===== src/rtl/rtl_regport_pkg.sv =====
package rtl_regport_pkg;
   localparam int unsigned CTL_A_IX = 10;
   localparam int unsigned CTL_B_IX = 11;
   localparam int unsigned STS_C_IX = 12;
   localparam int unsigned STS_D_IX = 13;

   // control B bit positions
   localparam int unsigned B_SETMODE = 7;
   localparam int unsigned B_PER_EN  = 6;
   localparam int unsigned B_ALM_EN  = 5;
   localparam int unsigned B_UPD_EN  = 4;
   localparam int unsigned B_SQW_EN  = 3;

   // status C bit positions
   localparam int unsigned C_IRQ = 7;
   localparam int unsigned C_PER = 6;
   localparam int unsigned C_ALM = 5;
   localparam int unsigned C_UPD = 4;

   typedef enum logic [2:0] {
      SEL_STORE,
      SEL_CTL_A,
      SEL_CTL_B,
      SEL_STS_C,
      SEL_STS_D
   } reg_sel_e;
endpackage


===== src/rtl/rtl_regport_index.sv =====
module rtl_regport_index #(
   parameter int unsigned IDX_W = 7
) (
   input  logic             clk,
   input  logic             rst_n,
   input  logic             load,
   input  logic [IDX_W-1:0] idx_in,
   output logic [IDX_W-1:0] idx_q
);
   always_ff @(posedge clk or negedge rst_n) begin
      if (!rst_n)
         idx_q <= '0;
      else if (load)
         idx_q <= idx_in;
   end
endmodule


===== src/rtl/rtl_regport_store.sv =====
module rtl_regport_store #(
   parameter int unsigned IDX_W       = 7,
   parameter int unsigned DW          = 8,
   parameter bit          STORE_CLEAR = 1'b1
) (
   input  logic             clk,
   input  logic             rst_n,
   input  logic             we,
   input  logic [IDX_W-1:0] addr,
   input  logic [DW-1:0]    din,
   output logic [DW-1:0]    dout
);
   localparam int unsigned DEPTH = 1 << IDX_W;

   logic [DW-1:0] mem [DEPTH];

   generate
      if (STORE_CLEAR) begin : g_clr
         always_ff @(posedge clk or negedge rst_n) begin
            if (!rst_n) begin
               for (int i = 0; i < DEPTH; i++) mem[i] <= '0;
            end else if (we) begin
               mem[addr] <= din;
            end
         end
      end else begin : g_noclr
         always_ff @(posedge clk) begin
            if (we) mem[addr] <= din;
         end
      end
   endgenerate

   assign dout = mem[addr];
endmodule


===== src/rtl/rtl_regport_ctrl.sv =====
module rtl_regport_ctrl
   import rtl_regport_pkg::*;
#(
   parameter int unsigned DW    = 8,
   parameter logic [7:0]  RST_A = 8'h26,
   parameter logic [7:0]  RST_B = 8'h02,
   parameter logic [7:0]  RST_D = 8'h80
) (
   input  logic          clk,
   input  logic          rst_n,
   input  logic          bus_rst,
   input  logic          wr_a,
   input  logic          wr_b,
   input  logic          rd_c,
   input  logic [DW-1:0] wdata,
   input  logic          pf_hit,
   input  logic          af_hit,
   input  logic          uf_hit,
   input  logic          upd_begin,
   input  logic          upd_end,
   output logic [DW-1:0] reg_a,
   output logic [DW-1:0] reg_b,
   output logic [DW-1:0] reg_c,
   output logic [DW-1:0] reg_d,
   output logic          irq
);
   logic [DW-1:0] a_nxt, b_nxt, c_nxt, c_set;
   logic          set_wr;
   logic [2:0]    src_hit, src_en;

   assign set_wr  = wr_b && wdata[B_SETMODE];
   assign src_hit = {pf_hit, af_hit, uf_hit};
   assign src_en  = {reg_b[B_PER_EN], reg_b[B_ALM_EN], reg_b[B_UPD_EN]};

   always_comb begin
      c_set          = '0;
      c_set[C_PER]   = pf_hit;
      c_set[C_ALM]   = af_hit;
      c_set[C_UPD]   = uf_hit;
      c_set[C_IRQ]   = |(src_hit & src_en);
   end

   always_comb begin
      a_nxt = reg_a;
      if (wr_a) a_nxt[DW-2:0] = wdata[DW-2:0];
      if (set_wr || upd_end)
         a_nxt[DW-1] = 1'b0;
      else if (upd_begin && !reg_b[B_SETMODE])
         a_nxt[DW-1] = 1'b1;

      b_nxt = reg_b;
      if (wr_b) begin
         b_nxt = wdata;
         if (wdata[B_SETMODE]) b_nxt[B_UPD_EN] = 1'b0;
      end

      c_nxt = (rd_c ? '0 : reg_c) | c_set;

      if (bus_rst) begin
         a_nxt = reg_a;
         b_nxt = reg_b;
         b_nxt[B_PER_EN] = 1'b0;
         b_nxt[B_ALM_EN] = 1'b0;
         b_nxt[B_SQW_EN] = 1'b0;
         c_nxt = '0;
      end
   end

   always_ff @(posedge clk or negedge rst_n) begin
      if (!rst_n) begin
         reg_a <= DW'(RST_A);
         reg_b <= DW'(RST_B);
         reg_c <= '0;
      end else begin
         reg_a <= a_nxt;
         reg_b <= b_nxt;
         reg_c <= c_nxt;
      end
   end

   assign reg_d = DW'(RST_D);
   assign irq   = reg_c[C_IRQ];
endmodule


===== src/rtl/rtl_regport.sv =====
module rtl_regport
   import rtl_regport_pkg::*;
#(
   parameter int unsigned IDX_W       = 7,
   parameter int unsigned DW          = 8,
   parameter bit          STORE_CLEAR = 1'b1,
   parameter logic [7:0]  RST_A       = 8'h26,
   parameter logic [7:0]  RST_B       = 8'h02,
   parameter logic [7:0]  RST_D       = 8'h80
) (
   input  logic          clk,
   input  logic          rst_n,
   input  logic          bus_rst,
   input  logic          sel_data,
   input  logic          wr_stb,
   input  logic          rd_stb,
   input  logic [DW-1:0] wdata,
   output logic [DW-1:0] rdata,
   input  logic          pf_hit,
   input  logic          af_hit,
   input  logic          uf_hit,
   input  logic          upd_begin,
   input  logic          upd_end,
   output logic [DW-1:0] ctrl_a,
   output logic [DW-1:0] ctrl_b,
   output logic          irq
);
   generate
      if (DW != 8) begin : g_bad_dw
         $error("rtl_regport: register bit layout needs DW == 8");
      end
      if (IDX_W < 4 || IDX_W > DW - 1) begin : g_bad_idx
         $error("rtl_regport: IDX_W must reach index 13 and fit below the data MSB");
      end
   endgenerate

   logic [IDX_W-1:0] cur_idx;
   reg_sel_e         sel;
   logic             bus_ok, data_wr, data_rd;
   logic [DW-1:0]    store_q, reg_c, reg_d, rd_mux, rdata_q;

   assign bus_ok  = !bus_rst;
   assign data_wr = bus_ok && wr_stb && sel_data;
   assign data_rd = bus_ok && rd_stb && sel_data;

   rtl_regport_index #(.IDX_W(IDX_W)) i_index (
      .clk    (clk),
      .rst_n  (rst_n),
      .load   (bus_ok && wr_stb && !sel_data),
      .idx_in (wdata[IDX_W-1:0]),
      .idx_q  (cur_idx)
   );

   always_comb begin
      if (cur_idx == IDX_W'(CTL_A_IX))      sel = SEL_CTL_A;
      else if (cur_idx == IDX_W'(CTL_B_IX)) sel = SEL_CTL_B;
      else if (cur_idx == IDX_W'(STS_C_IX)) sel = SEL_STS_C;
      else if (cur_idx == IDX_W'(STS_D_IX)) sel = SEL_STS_D;
      else                                  sel = SEL_STORE;
   end

   rtl_regport_store #(
      .IDX_W       (IDX_W),
      .DW          (DW),
      .STORE_CLEAR (STORE_CLEAR)
   ) i_store (
      .clk   (clk),
      .rst_n (rst_n),
      .we    (data_wr && sel == SEL_STORE),
      .addr  (cur_idx),
      .din   (wdata),
      .dout  (store_q)
   );

   rtl_regport_ctrl #(
      .DW    (DW),
      .RST_A (RST_A),
      .RST_B (RST_B),
      .RST_D (RST_D)
   ) i_ctrl (
      .clk       (clk),
      .rst_n     (rst_n),
      .bus_rst   (bus_rst),
      .wr_a      (data_wr && sel == SEL_CTL_A),
      .wr_b      (data_wr && sel == SEL_CTL_B),
      .rd_c      (data_rd && sel == SEL_STS_C),
      .wdata     (wdata),
      .pf_hit    (pf_hit),
      .af_hit    (af_hit),
      .uf_hit    (uf_hit),
      .upd_begin (upd_begin),
      .upd_end   (upd_end),
      .reg_a     (ctrl_a),
      .reg_b     (ctrl_b),
      .reg_c     (reg_c),
      .reg_d     (reg_d),
      .irq       (irq)
   );

   always_comb begin
      case (sel)
         SEL_CTL_A: rd_mux = ctrl_a;
         SEL_CTL_B: rd_mux = ctrl_b;
         SEL_STS_C: rd_mux = reg_c;
         SEL_STS_D: rd_mux = reg_d;
         default:   rd_mux = store_q;
      endcase
   end

   always_ff @(posedge clk or negedge rst_n) begin
      if (!rst_n)
         rdata_q <= '0;
      else if (bus_ok && rd_stb)
         rdata_q <= sel_data ? rd_mux : '1;
   end

   assign rdata = rdata_q;
endmodule


===== config.mk =====
export PLATFORM = sky130hd
export DESIGN_NAME = rtl_regport
export DESIGN_NICKNAME = d
export VERILOG_FILES = /design/src/rtl/rtl_regport_pkg.sv /design/src/rtl/rtl_regport_index.sv /design/src/rtl/rtl_regport_store.sv /design/src/rtl/rtl_regport_ctrl.sv /design/src/rtl/rtl_regport.sv
export SDC_FILE = /design/constraint.sdc
export NUM_CORES = 1
export LEC_CHECK = 0
export BUFFER_PORTS_ARGS = -buffer_cell sky130_fd_sc_hd__buf_2
export CORE_ASPECT_RATIO = 1.1
export CORE_MARGIN = 10
export CORE_UTILIZATION = 40
export DETAILED_ROUTE_END_ITERATION = 8
export PLACE_DENSITY = 0.54
export SYNTH_ARGS = -nofsm -noshare
export SYNTH_HDL_FRONTEND = slang
export SYNTH_SLANG_ARGS = --single-unit

===== constraint.sdc =====
create_clock -name clk -period 2.6 [get_ports clk]
set_input_delay 0.13 -clock clk [delete_from_list [all_inputs] [get_ports clk]]
set_output_delay 0.13 -clock clk [all_outputs]
set_load 0.1 [all_outputs]

==> results of run 1 <==
## final cells by class
class	instances	area, sq um
Antenna cell	3	7.51
Clock buffer	177	3610
Clock inverter	39	490
Fill cell	10400	61500
Inverter	5	18.8
Multi-Input combinational cell	2103	21700
Sequential cell	1059	26500
Tap cell	1632	2040
Timing Repair Buffer	482	5270
## worst max path at each step
stage	start	end	cells after the start
2_1_floorplan	i_index.idx_q[6]	i_store.mem[952]	8
6_report	i_index.idx_q[2]	rdata[5]	10
4_1_cts	i_index.idx_q[0]	rdata[2]	11
3_3_place_gp	i_index.idx_q[1]	rdata[7]	10
3_5_place_dp	i_index.idx_q[3]	rdata[3]	10
5_1_grt	i_index.idx_q[0]	rdata[7]	12
## logic make-up after synthesis
kind of cell           Yosys count  share of synthesized area, %
multiplexers                  1468                          34.3
AND/OR/NAND/NOR                338                          4.20
buffers and inverters          282                          2.85
AO/OA/AOI/OAI                  297                          4.08
flip-flops                    1059                          54.5
## cells in the final DEF (no fill, tap or decap), types with 6 or more instances in the layout
cell type and n:
clkbuf_1 17, mux2_2 1000, nor4_1 13, a22oi_1 24, buf_12 102, bufinv_16 11
nor2_2 47, clkbuf_8 41, buf_16 12, nor2_1 49, clkinv_2 21, nand3_1 10
nand2_1 63, dfrtp_1 1050, dlygate4sd3_1 14, buf_2 34, mux2i_2 19, a21oi_1 18
nand2b_1 9, nor2_4 28, mux4_2 59, nor4_4 8, o21ai_0 13, buf_4 303
mux2i_1 378, o22ai_1 156, nand2_2 35, and2_1 6, mux2_1 7, clkbuf_16 119
buf_6 9, o22ai_2 21, nor4_2 7
## through the flow
step	instance area, sq um	hold WS [ns]
3_5_place_dp	53700	0.164
6_report	59600	0.0359
5_1_grt	59600	0.0351
4_1_cts	59000	0.00396
2_1_floorplan	48600	-0.166
3_3_place_gp	53700	0.169
## worst max-delay path, delay by kind of cell (launching register included)
kind	cells	cell delay, ns
flip-flops	1	0.46
buffers and inverters	4	0.61
AND/OR/NAND/NOR	3	0.72
AO/OA/AOI/OAI	3	0.75
## per-layer routing
layer,track usage [%],wire length [microns],vias up
li1,-,-,13300
met1,29.6,66300,16500
met2,35.8,71200,694
met3,2.65,5990,229
met4,6.33,4280,0
met5,0,0,-
## power breakdown
part | internal [uW] | switching (uW)
clock | 10600 | 6890
sequential | 17500 | 649
combinational | 3310 | 4150
total | 31400 | 11700
## sequential cells by signal, summed over array words and instances (netlist names)
name and flops:
rdata 8, i_index.idx_q 7, i_ctrl.reg_a 8, i_store.mem 1024
i_ctrl.reg_b 8, i_ctrl.reg_c 4
## timing repair
action                                 in CTS  in global routing
cloned                                      7                  0
pin swaps                                  35                 28
buffers inserted                           16                 18
setup endpoints to repair                 405                110
endpoints found under the hold margin     786                  0
gates resized for setup                   129                 73
hold buffers                               15                  0
==> results.json, run 1 <==
{
  "status": "complete, but fails checks",
  "violations": "negative setup slack",
  "firstDrtPassIters": 7,
  "total_power_uw": 43100,
  "hp-class": "primary input to register",
  "clockBufferDepth": 3,
  "maxCapViolCount": 0,
  "cp_cell_sequence": "buf_6 -> or4b_4 -> buf_12 -> buf_12 -> buf_4 -> o22ai_1 -> nor4_1 -> nand2_1 -> a211oi_2 -> a221oi_1",
  "r2r-end": "rdata[5]",
  "syn-num-nets": 3463,
  "avgViaCountPerCell": 5.60,
  "syn_inst": 3444,
  "endpoint_kind": "register",
  "dpl.cell_count": 5228,
  "drv_slew": 0,
  "vias": 30800,
  "cpMostUsedCell": "buf_12",
  "vdd_drop_max_uv": 695,
  "drc": 0,
  "power.density_nw_per_um2": 724,
  "setup_ws_ns": -0.0838,
  "hpwl_microns": 102000,
  "slew_headroom_pct": 47.9,
  "final_antenna_net_count": 0,
  "wire_per_inst_microns": 26.9,
  "cts.sinks": 1059,
  "min_path_cells": 2,
  "dieArea_sq_um": 136000,
  "ys_types": 64,
  "cpPeakStageDelay_ns": 0.47,
  "r2r-start": "i_index.idx_q[2]",
  "power.leakage_uw": 0.0285,
  "max_clock_freq_mhz": 373,
  "syn_area_per_cell_sq_um": 14.1,
  "clock_latency_ns": 0.74,
  "grt_pass1_vias": 33000,
  "min_from": "wdata[0]",
  "nets": 3785,
  "wl_microns": 148000,
  "portBuffers": 43,
  "place_congestion": 0.858,
  "grt_pass1_wl_microns": 223000,
  "cp-start-kind": "register",
  "required_ns": 3.22,
  "synth_top_area_share_pct": 54.3,
  "grt_overflow": 0,
  "skew_ns": 0.0314,
  "ys_top_cells_by_area": "dfrtp_1 54%, mux2_2 23%, mux2i_1 8.3%, mux4_2 2.7%, o22ai_1 2.3%",
  "slowest_stage": "or4b_4",
  "coreArea_sq_um": 121000,
  "finalCriticalPeriod_ns": 2.68,
  "mappedNetlistArea_sq_um": 48600,
  "fin_util_pct": 49.2,
  "drive_gt1_share_pct": 51.2,
  "synth.most_common_cell": "dfrtp_1",
  "min_to": "i_store.mem[792]",
  "fp.dieH_microns": 386,
  "antenna_found_initial": 4,
  "synth_commonest_cells": "1055 x dfrtp_1, 1000 x mux2_2, 402 x mux2i_1, 178 x o22ai_1, 171 x clkbuf_1",
  "hold_violations": 0,
  "ys_warn_count": 0,
  "finalSetupViolCount": 4,
  "cts_buffers": 115,
  "final_cells": 5500,
  "synth_seq_cells": 1059,
  "synth-seq-area-share_pct": 54.5,
  "path_clk_slew_ns": 0.06,
  "critPathKind": "register to register",
  "dp_slack_ns": -0.547,
  "start_util_pct": 40.2,
  "period_share_pct": 103,
  "worstRegToRegCells": 10,
  "htreeDepth": 3,
  "worst_slew_pin_slew_ns": 0.782,
  "syn2layout_area_growth_pct": 22.6,
  "synth_largest_area_cell": "dfrtp_1",
  "drtIter0Drc": 2058,
  "crit_fanout": 9,
  "crit_arrival_ns": 3.30,
  "grt_max_degree": 98,
  "rows": 134,
  "ff2ff_setup_slack_ns": -0.08,
  "synthArstFlopShare_pct": 100,
  "die_width_microns": 352,
  "ios": 44,
  "cts-root-buf": "clkbuf_16",
  "globalRouteTotalUtil_pct": 21.6,
  "cts_tree": "done",
  "tns_ns": -0.132,
  "synth-main-ff-cell": "dfrtp_1",
  "synth_edf_count": 0,
  "rsz0062_at_grt": "true"
}
(Power assumes the default switching activity.)
==> run 2: changes to the inputs <==
CTS_BUF_LIST = sky130_fd_sc_hd__clkbuf_8   (was unset)
SYNTH_HIERARCHICAL = 1   (was unset)
==> results.json, run 2 <==
{
  "period_share_pct": 125,
  "tns_ns": -343.56,
  "grt_pass1_vias": 37500,
  "mappedNetlistArea_sq_um": 49800,
  "slew_headroom_pct": 45.0,
  "rows": 135,
  "ys_top_cells_by_area": "dfrtp_1 53%, mux2_2 25%, a22oi_1 2.4%, a221oi_1 2.1%, nand2_1 1.3%",
  "syn2layout_area_growth_pct": 28.3,
  "min_from": "upd_end",
  "cts_tree": "done",
  "wl_microns": 183000,
  "avgViaCountPerCell": 5.85,
  "grt_max_degree": 132,
  "dieArea_sq_um": 139000,
  "status": "complete, but fails checks",
  "synth-main-ff-cell": "dfrtp_1",
  "nets": 4502,
  "synth_largest_area_cell": "dfrtp_1",
  "ios": 44,
  "crit_family": "compound AO/OA/AOI/OAI gates",
  "pwr-share-seq_pct": 40.2,
  "final_common_cell": "mux2_2",
  "wire_per_inst_microns": 29.2,
  "p_switching_uw": 14400,
  "rsz0062_at_grt": "true",
  "violations": "negative setup slack",
  "syn_area_per_cell_sq_um": 13.1,
  "synth-simple-area-share_pct": 5.10,
  "r2r-start": "i_index/idx_q[2]",
  "vias": 36700,
  "synth_top_family_by_area": "multiplexers",
  "cts.sinks": 1059,
  "synth_top_area_share_pct": 53.0,
  "fp.dieH_microns": 390,
  "hp-class": "primary input to register",
  "cts_buffers": 182,
  "firstDrtPassIters": 7,
  "clockBufferDepth": 3,
  "crit_arrival_ns": 4.01,
  "crit_fanout": 7,
  "cp_cell_sequence": "buf_6 -> buf_4 -> inv_8 -> buf_8 -> buf_12 -> nor2_1 -> buf_4 -> a222oi_1 -> and4_1 -> a31o_4 -> nand4_1 -> a21oi_2 -> a31oi_1",
  "power.leakage_uw": 0.0306,
  "cp-start-kind": "register",
  "synth_seq_cells": 1059,
  "most-common-layout-cells": "1103 x mux2_2, 1050 x dfrtp_1, 533 x buf_4",
  "fin_util_pct": 51.8,
  "portBuffers": 43,
  "htreeDepth": 4,
  "synth_commonest_cells": "1108 x mux2_2, 1055 x dfrtp_1, 170 x nand2_1, 164 x clkbuf_1, 157 x a22oi_1",
  "die_width_microns": 356,
  "clockPowerShare_pct": 34.7,
  "power_frac_comb_pct": 25.0,
  "cp_num_buf_inv": 6,
  "finalSetupViolCount": 1032,
  "largest_reg_flops": 1024,
  "synth-xor-area-share_pct": 0,
  "path_clk_slew_ns": 0.07,
  "drv_slew": 0,
  "startpoint": "i_index/idx_q[2]",
  "ys_warn_count": 6,
  "coreArea_sq_um": 123000,
  "top_register": "i_store/mem",
  "synth.most_common_cell": "mux2_2",
  "cts-root-buf": "clkbuf_8",
  "synth_edf_count": 0,
  "worst_slew_pin_slew_ns": 0.825,
  "max_clock_freq_mhz": 308,
  "setup_ws_ns": -0.643,
  "maxCapViolCount": 0,
  "start_util_pct": 40.4,
  "skew_ns": 0.0504,
  "globalRouteTotalUtil_pct": 25.8,
  "drtIter0Drc": 3264,
  "clock_latency_ns": 0.93,
  "cpMostUsedCell": "buf_4",
  "sw_frac_of_total_pct": 31.6,
  "place_congestion": 0.895,
  "syn_inst": 3790,
  "endpoint_kind": "register",
  "grt_pass1_wl_microns": 267000,
  "dp_slack_ns": -0.942,
  "ys_types": 88,
  "synthArstFlopShare_pct": 100,
  "synth-seq-area-share_pct": 53.3,
  "power.density_nw_per_um2": 715,
  "finalCriticalPeriod_ns": 3.24,
  "required_ns": 3.36,
  "hpwl_microns": 124000,
  "antenna_found_initial": 5,
  "final_antenna_net_count": 0,
  "drc": 0,
  "grt_overflow": 0,
  "p_int_uw": 31200,
  "hold_violations": 0,
  "critPathKind": "register to register",
  "total_power_uw": 45600,
  "synth_fa_ha_area_share_pct": 0,
  "vdd_drop_max_uv": 643,
  "cpPeakStageDelay_ns": 0.57,
  "slowest_stage": "dfrtp_4",
  "muxShareOfSynthArea_pct": 27.7,
  "drive_gt1_share_pct": 53.6,
  "synth-compound-area-share_pct": 10.4
}
-- run 2: cell count changes after synthesis, moves of 50 or more --
cell      delta
a22oi_1    +131
mux2i_1    -341
o22ai_1    -138
a221oi_1   +112
a21oi_1     +78
mux2_2     +108
nand2_1    +105
buf_2       +50
-- run 2: final timing paths --
kind / slack [ns] / end / cells past startpoint
worst max-delay path: -0.64 / rdata[7] / 13
worst min-delay path: 0.1 / i_ctrl/reg_a[7] / 4
worst max register to register: -0.64 / rdata[7] / 13
worst min register to register: 0.50 / i_store/mem[626] / 1
max in group asynchronous: 1.35 / i_store/mem[712] / 4
min in group asynchronous: 0.54 / i_store/mem[77] / 4
-- run 2: cell families (layout without fill, tap and decap cells) --
kind of cell           Yosys count  count (layout)
multiplexers                  1207            1207
flip-flops                    1059            1059
AO/OA/AOI/OAI                  687             687
AND/OR/NAND/NOR                486             487
buffers and inverters          349            1173
other                            2              13
-- run 2: final cells by class --
type | count | area [sq um]
diodes | 1 | 2.50
clock buffers | 244 | 3360
clock inverters | 82 | 478
fillers | 10700 | 59400
inverters | 14 | 60.1
multi-input cells | 2393 | 22500
flip-flops and latches | 1059 | 26500
well taps | 1644 | 2060
repair buffers | 833 | 8860
-- run 2: timing repair --
item / in CTS / in global routing
gates resized for setup: 77 / 201
buffers inserted: 21 / 31
hold buffers: 25 / 0
pin swaps: 26 / 78
endpoints found under the setup margin: 1032 / 1032
hold endpoints to repair: 1450 / 0
gates cloned: 2 / 6
-- run 2: power groups by stage --
stage	clock (uW)	combinational (uW)	sequential (uW)
5_1_grt	16900	11800	18500
3_5_place_dp	0	10100	18700
6_report	15900	11400	18400
2_1_floorplan	0	4570	18700
4_1_cts	16200	10600	18300
3_3_place_gp	0	10100	18600
-- run 2: routing by layer --
metal / track usage [%] / up-vias / share of wire [%]
li1: - / 15600 / -
met1: 34.4 / 19400 / 42
met2: 41.1 / 1292 / 47
met3: 4.82 / 382 / 6.2
met4: 10.8 / 2 / 4.4
met5: 0 / - / 0.0076
-- run 2: worst reg2reg max path: cells and delay by family (launching register included) --
kind	cells	cell delay, ns
buf+inv	6	0.88
flops	1	0.57
simple gates	3	0.68
compound gates	4	0.93
-- run 2: per-stage QoR --
stage	area, sq um	instances	hold slack, ns
detailed placement	57900	5866	0.139
CTS	62500	6240	0.0143
global route	63900	6270	0.0741
finish	63900	6270	0.0964
global placement	57900	5866	0.141
floorplan	49800	3800	-0.166
